`config.mk`:
```
export PLATFORM = sky130hd
export DESIGN_NAME = lockchk_classify
export DESIGN_NICKNAME = d
export VERILOG_FILES = /design/src/rtl/lockchk_pkg.sv /design/src/rtl/lockchk_classify.sv
export SDC_FILE = /design/constraint.sdc
export NUM_CORES = 1
export LEC_CHECK = 0
export BUFFER_PORTS_ARGS = -buffer_cell sky130_fd_sc_hd__buf_2
export CAP_MARGIN = 10
export CORE_AREA = 2 2 39 41
export DETAILED_ROUTE_END_ITERATION = 6
export DIE_AREA = 0 0 41 43
export SETUP_SLACK_MARGIN = 0.02
export SKIP_LAST_GASP = 1
export SLEW_MARGIN = 20
export SYNTH_ARGS = -nofsm -noshare
export SYNTH_HDL_FRONTEND = slang
export SYNTH_SLANG_ARGS = --single-unit
```
`constraint.sdc`:
```
create_clock -name vclk -period 1.2
set_clock_uncertainty 0.05 [all_clocks]
set_input_delay 0.12 -clock vclk [all_inputs]
set_output_delay 0.12 -clock vclk [all_outputs]
set_load 0.05 [all_outputs]
```
`src/rtl/lockchk_pkg.sv`:
```
`timescale 1ns/1ps
package lockchk_pkg;

    localparam int BYTE_W  = 8;
    localparam int FIELD_W = 3;

    typedef logic [BYTE_W-1:0]  byte_t;
    typedef logic [FIELD_W-1:0] field_t;

    localparam byte_t LOCK_BYTE = 8'hF0;
    localparam byte_t ESC_BYTE  = 8'h0F;

    typedef enum logic [2:0] {
        CLS_NEVER  = 3'd0,
        CLS_MEMOP  = 3'd1,
        CLS_ESCAPE = 3'd2,
        CLS_GROUP  = 3'd3,
        CLS_PREFIX = 3'd4
    } op_class_e;

    typedef enum logic [1:0] {
        GRP_ALU,
        GRP_UNARY,
        GRP_INCDEC,
        GRP_BITTEST
    } grp_kind_e;

    typedef enum logic [2:0] {
        ST_IDLE,
        ST_FIRST,
        ST_OPC,
        ST_ESC,
        ST_MOD,
        ST_GRP
    } walk_state_e;

    typedef struct packed {
        op_class_e cls;
        grp_kind_e kind;
    } class_info_t;

    function automatic logic is_skip_prefix(byte_t b);
        case (b)
            8'h26, 8'h2E, 8'h36, 8'h3E,
            8'h64, 8'h65, 8'h66, 8'h67: return 1'b1;
            default:                    return 1'b0;
        endcase
    endfunction

    function automatic class_info_t primary_class(byte_t b);
        class_info_t r;
        r.cls  = CLS_NEVER;
        r.kind = GRP_ALU;
        if (b == ESC_BYTE)
            r.cls = CLS_ESCAPE;
        else if (is_skip_prefix(b))
            r.cls = CLS_PREFIX;
        else if (b[7:6] == 2'b00 && b[5:3] != 3'b111 && b[2:1] != 2'b11)
            r.cls = CLS_MEMOP;
        else if (b[7:1] == 7'b1000_011)
            r.cls = CLS_MEMOP;
        else if (b[7:2] == 6'b1000_00) begin
            r.cls  = CLS_GROUP;
            r.kind = GRP_ALU;
        end else if (b[7:1] == 7'b1111_011) begin
            r.cls  = CLS_GROUP;
            r.kind = GRP_UNARY;
        end else if (b[7:1] == 7'b1111_111) begin
            r.cls  = CLS_GROUP;
            r.kind = GRP_INCDEC;
        end
        return r;
    endfunction

    function automatic class_info_t escape_class(byte_t b);
        class_info_t r;
        r.cls  = CLS_NEVER;
        r.kind = GRP_BITTEST;
        case (b)
            8'hAB, 8'hB3, 8'hBB, 8'hB0, 8'hB1, 8'hC0, 8'hC1: r.cls = CLS_MEMOP;
            8'hBA:                                           r.cls = CLS_GROUP;
            default:                                         r.cls = CLS_NEVER;
        endcase
        return r;
    endfunction

    function automatic logic group_allows(grp_kind_e kind, field_t reg_f);
        case (kind)
            GRP_ALU:     return reg_f != 3'd7;
            GRP_UNARY:   return reg_f == 3'd2 || reg_f == 3'd3;
            GRP_INCDEC:  return reg_f == 3'd0 || reg_f == 3'd1;
            GRP_BITTEST: return reg_f[2] && reg_f[1:0] != 2'b00;
            default:     return 1'b0;
        endcase
    endfunction

    function automatic logic mod_is_mem(byte_t b);
        return b[7:6] != 2'b11;
    endfunction

    function automatic field_t modrm_reg(byte_t b);
        return b[5:3];
    endfunction

endpackage

```
`src/rtl/lockchk_classify.sv`:
```
`timescale 1ns/1ps
module lockchk_classify
    import lockchk_pkg::*;
(
    input  byte_t       byte_in,
    output class_info_t prim_info,
    output class_info_t esc_info
);
    always_comb begin
        prim_info = primary_class(byte_in);
        esc_info  = escape_class(byte_in);
    end
endmodule

```
## Yosys cells after proc, flatten, opt, wreduce, memory -nomap -nowiden

Index checks and enable logic that the tools add are counted.

| storage, ports and cells | value |
|---|---|
| register bits | 0 |
| bits of input ports | 8 |

| operators by class | value |
|---|---|
| equality and inequality tests | 23 |
| mux-type cells | 14 |
| reduce and logical (&&, ||, !) cells | 5 |

Operators by type and width:

| cell | number |
|---|---|
| $eq A8 B8 Y1 const B | 8 |
| $eq A8 B6 Y1 const B | 4 |
| $eq A8 B7 Y1 const B | 4 |
| $eq A7 B7 Y1 const B | 3 |
| $mux W3 | 4 |
| $mux W5 | 2 |
| $eq A8 B4 Y1 const B | 1 |
| $mux W2 | 4 |
| $reduce_or A8 Y1 | 1 |
| $reduce_or A7 Y1 | 1 |
| $eq A6 B6 Y1 const B | 1 |
| $mux W4 | 1 |
| $pmux W2 S2 | 1 |
| $ne A3 B3 Y1 const B | 1 |
| $logic_and A1 B1 Y1 | 2 |
| $logic_not A2 Y1 | 1 |
| $mux W1 | 2 |
| $ne A2 B2 Y1 const B | 1 |

## Depth between registers and ports, before layout

Gate-level depths: netlist of the first run.

| logic depth | value |
|---|---|
| word-level depth | 8 |
| depth in mapped cells | 4 |
| mapped depth without buffers | 3 |

## Worst setup path before layout of the first run

Ideal clock, no wire load.

| timing | value |
|---|---|
| path type | input to output |
| start | in byte_in[3] |
| end | out prim_info[3] in the netlist's numbering |
| arrival | 2064 ps |
| required time | 1030 ps |
| path slack | -1034 ps |
| stages on the path | 4 |
| cell sequence | buf_6 nor3b_1 a41oi_1 o41ai_1 |

RTL lines:

| element | RTL line | text |
|---|---|---|
| from (decl) | lockchk_classify.sv:5 | `input byte_t byte_in,` |
| to (decl) | lockchk_classify.sv:6 | `output class_info_t prim_info,` |

==> run_results.csv, run 1 <==
group,metric,value,unit
worst_setup_path,cp_num_cells,5,
worst_setup_path,cpMaxStageDelayCell,"a221o_1",
timing,rsz0062_at_grt,"true",
global_routing,grt_util_all_layers,0.08891,
timing,min_period,1.177,ns
worst_setup_path,cp_max_fo,7,
min_path,holdCritPathClass,"in -> out",
placed_design,dp_hpwl,596.5,µm
cells_and_area,nClkBuffers,0,
timing,finalSetupTns,0,ns
yosys,synth_seq_area_share,0,
floorplan,floorplan.initialDensity,0.1709,
placed_design,port_buffers,15,
worst_setup_path,cp_data_arrival_time,1.01,ns
global_routing,grt_antenna_before_repair,0,
power,p_leak,0.0002435,µW
yosys,syn_area,236.5,µm²
global_routing,grt_pass1_wl,1.173,mm
floorplan,coreArea,1384,µm²
drt,ant_nets,0,
yosys,synth_area_leaders,"buf_4, nor3b_1, nand2b_1",
yosys,ys_warn_count,0,
worst_setup_path,cp.required,1.03,ns
power,p_int,76.70,µW
floorplan,dieHeight,43,µm
drt,first_iter_violations,0,
run_status,status,"finished, final reports clean",
timing,max_freq,849.4,MHz
floorplan,die-area,1763,µm²
worst_setup_path,crit_buf_inv,2,
power,pwr-share-comb,1.000,
min_path,hp-start,"byte_in[0]",
timing,finalHoldViolations,0,
timing,period_share,0.9811,
timing,finalSetupViolCount,0,
worst_setup_path,slowest_delay,0.31,ns
yosys,yosysTopAreaCell,"buf_4",
power,p_sw,101.1,µW
global_routing,grt_pass1_vias,276,
cells_and_area,drive_above_1_share,0.6379,
power,power_switching_share,0.5685,
cells_and_area,num_antenna_cells,0,
floorplan,die_w,41,µm
drt,firstDrtPassIters,1,
worst_setup_path,path_class,"in -> out",
yosys,ys_types,27,
yosys,yosys-top-cells-count,"buf_4, nor2_1, nor3b_1",
power,ir_drop,0.1683,mV
min_path,hold_depth,3,
worst_setup_path,critPathTopFamily,"compound AO/OA/AOI/OAI gates",
min_path,holdPathEnd,"esc_info[3]",
cells_and_area,seq_area,0,µm²
placed_design,dp.cells,73,
floorplan,io_pins,18,
cells_and_area,seq_cell_count,0,
cells_and_area,synthToLayoutAreaGrowth,127.5,%
cells_and_area,instances_no_fill,74,
power,finalPower,177.8,µW
drt,wl_per_cell,11.16,µm
power,pwr-share-clk,0,
yosys,synth_cells,36,
cells_and_area,layout.nets,68,
floorplan,num_rows,14,
global_routing,grt_overflow,0,
drt,vias,346,
cells_and_area,nFillCells,158,
drt,drc,0,
global_routing,grt_max_degree,9,
drt,routed_via_density,4.676,
worst_setup_path,start_kind,"primary input",
placed_design,place_congestion,0.7596,
worst_setup_path,end_kind,"output port",
yosys,yosysTopAreaCellShare,0.09524,
timing,final_max_slew_viol_count,0,
worst_setup_path,worstPathCellList,"buf_12 -> a21o_1 -> a221o_1 -> o21ai_2 -> buf_6",
power,cellPowerDensity,330.4,nW/µm²
flow_run,cap_violations,0,
drt,wl,826,µm
yosys,syn_area_per_cell,6.569,µm²
timing,holdWs,0.5735,ns
power,power_frac_seq,0,
-- metal layers --
layer	share of wire	GRT usage	vias up	routed length [µm]
met5	0	0	-	0
met4	0	0	0	0
met3	0.041	0	0	34
met2	0.56	0.1438	9	461
met1	0.40	0.1361	162	329
li1	-	-	175	-
-- power groups by stage --
stage                     Sequential [µW]  Combinational, µW  Clock, µW
final                                   0                178          0
after global routing                    0                189          0
after CTS                               0                163          0
after detailed placement                0                147          0
after global placement                  0                147          0
after floorplan                         0               96.1          0
-- through the flow --
step	setup slack (ns)	instance area [µm²]	util
floorplan	-0.1364	302.8	-
global placement	-0.09579	434.2	0.3137
detailed placement	-0.1042	434.2	0.3137
CTS	0.02167	484.2	0.3499
global route	-0.01128	538.0	0.3888
finish	0.02272	538.0	0.3888
-- worst max-delay path by stage --
stage	start	endpoint
finish	byte_in[3]	prim_info[2]
global placement	byte_in[2]	prim_info[3]
global route	byte_in[3]	esc_info[2]
floorplan	byte_in[3]	prim_info[2]
detailed placement	byte_in[2]	prim_info[3]
CTS	byte_in[4]	prim_info[2]
-- cell type report --
| class | instances | area (µm²) | share of cell area |
|---|---|---|---|
| timing repair buffer | 26 | 224.0 | 0.4163 |
| multi-input combinational | 32 | 294.0 | 0.5465 |
| tap | 16 | 20.02 | 0.03721 |
-- cell families after synthesis --
logic type / count (synthesis) / synth area share
AND/OR/NAND/NOR: 19 / 0.4974
AO/OA/AOI/OAI: 9 / 0.2646
buffers and inverters: 5 / 0.1640
other: 2 / 0.03176
adder cells (fa/ha/maj): 1 / 0.04233
-- timing repair --
item / in CTS / in global routing
setup endpoints to repair: 6 / 7
hold endpoints to repair: 0 / 0
hold buffers: 0 / 0
resized for setup: 15 / 14
setup buffers: 0 / 1
pin swaps: 2 / 0
-- worst min-delay path, delay by kind of cell --
family	cells	cell delay [ns]
buf+inv	2	0.33
simple gates	1	0.06
-- cell usage in the layout (no fill, tap or decap), types with 2 or more instances in the layout --
cell	n
buf_4	14
buf_6	7
buf_2	4
conb_1	3
nor3b_2	2
nor2_1	2
nand2b_1	2
Note: power is estimated with default switching activity, not from simulation.
==> inputs of run 2 (changes only) <==
--- a/config.mk
+++ b/config.mk
@@ -10,6 +10,7 @@
 export CORE_AREA = 2 2 39 41
 export DETAILED_ROUTE_END_ITERATION = 6
 export DIE_AREA = 0 0 41 43
+export PLACE_DENSITY_LB_ADDON = 0.2
 export SETUP_SLACK_MARGIN = 0.02
 export SKIP_LAST_GASP = 1
 export SLEW_MARGIN = 20
==> constraint.sdc (replaced) <==
create_clock -name vclk -period 1.2
set_clock_uncertainty 0.05 [all_clocks]
set_input_delay 0.24 -clock vclk [all_inputs]
set_output_delay 0.24 -clock vclk [all_outputs]
set_load 0.05 [all_outputs]
==> run_results.csv, run 2 (synthesized netlist as in run 1, its figures left out) <==
group,metric,value,unit
run_status,status,"finished with violations",
run_status,violations,"setup timing",
floorplan,die_w,41,µm
cells_and_area,instances_no_fill,74,
cells_and_area,final_core_util,0.4656,
worst_setup_path,start_kind,"primary input",
timing,min_period,1.452,ns
global_routing,grt_max_degree,10,
global_routing,grt_util_all_layers,0.1180,
power,finalPower,211.4,µW
drt,wl,914,µm
drt,vias,348,
drt,wl_per_cell,12.35,µm
cells_and_area,num_antenna_cells,0,
cells_and_area,layout.nets,68,
timing,period_share,1.210,
power,ir_drop,0.1285,mV
timing,rsz0062_at_grt,"true",
placed_design,place_congestion,0.7653,
floorplan,coreArea,1384,µm²
worst_setup_path,cp_data_arrival_time,1.16,ns
cells_and_area,seq_cell_count,0,
floorplan,floorplan.initialDensity,0.1709,
power,cellPowerDensity,328.0,nW/µm²
cells_and_area,seq_area,0,µm²
cells_and_area,mostFrequentLayoutCells,"buf_6, buf_4, buf_8",
floorplan,num_rows,14,
clocking,post_cts_buffers,0,
timing,final_max_slew_viol_count,0,
global_routing,grt_pass1_vias,349,
cells_and_area,synthToLayoutAreaGrowth,172.5,%
drt,firstDrtPassIters,3,
worst_setup_path,cp_max_fo,5,
timing,finalSetupViolCount,7,
floorplan,die-area,1763,µm²
cells_and_area,nClkBuffers,0,
global_routing,grt_pass1_wl,1.524,mm
placed_design,port_buffers,15,
floorplan,io_pins,18,
global_routing,grt_antenna_before_repair,0,
floorplan,dieHeight,43,µm
timing,setup_slack,-0.2519,ns
drt,routed_via_density,4.703,
cells_and_area,drive_above_1_share,0.7586,
drt,drc,0,
timing,finalHoldViolations,0,
worst_setup_path,cp.required,0.91,ns
placed_design,dp.cells,74,
power,p_leak,0.0002751,µW
global_routing,grt_overflow,0,
min_path,holdCritPathClass,"in -> out",
worst_setup_path,path_class,"in -> out",
timing,max_freq,688.8,MHz
drt,ant_nets,0,
clocking,hold_buffers,0,
drt,first_iter_violations,4,
flow_run,cap_violations,0,
placed_design,dp_hpwl,682.2,µm
cells_and_area,mostFrequentLayoutCell,"buf_6",
worst_setup_path,end_kind,"output port",
## run 2: final timing paths
path	from	to	slack, ns	cells after the start
max	byte_in[4]	prim_info[2]	-0.25	5
min	byte_in[0]	esc_info[3]	0.72	3
## run 2: layer usage
| metal | track usage | vias up | share of wire |
|---|---|---|---|
| met3 | 0.005236 | 0 | 0.047 |
| met4 | 0 | 0 | 0 |
| li1 | - | 177 | - |
| met2 | 0.2156 | 9 | 0.53 |
| met5 | 0 | - | 0 |
| met1 | 0.1524 | 162 | 0.42 |
## run 2: final cells by class
type	count	area, µm²
fill	139	739.5
multi-input combinational	32	342.8
tap	16	20.02
timing repair buffer	26	281.5
## run 2: where the power goes
| part | internal, µW | switching [µW] |
|---|---|---|
| Sequential | 0 | 0 |
| Combinational | 98.8 | 113 |
| Clock | 0 | 0 |
## run 2: timing repair
action / CTS / global route
resized for setup: 43 / 6
endpoints found under the setup margin: 7 / 7
pin swaps: 11 / 8
## run 2: stage by stage
step | cell area, µm² | setup TNS, ns | setup WS (ns) | hold slack (ns)
floorplan | 335.3 | -1.150 | -0.3273 | 0.4928
global placement | 464.2 | -1.950 | -0.3628 | 0.8476
detailed placement | 464.2 | -1.986 | -0.3661 | 0.8425
CTS | 618.1 | -0.9821 | -0.2561 | 0.7525
global route | 644.4 | -1.128 | -0.2763 | 0.7335
finish | 644.4 | -0.9035 | -0.2519 | 0.7219
## run 2: worst max-delay path, cell delays in order
cell     delay [ns]
buf_8          0.11
a21o_1         0.17
a221o_1        0.35
o21ai_4        0.13
buf_6          0.17
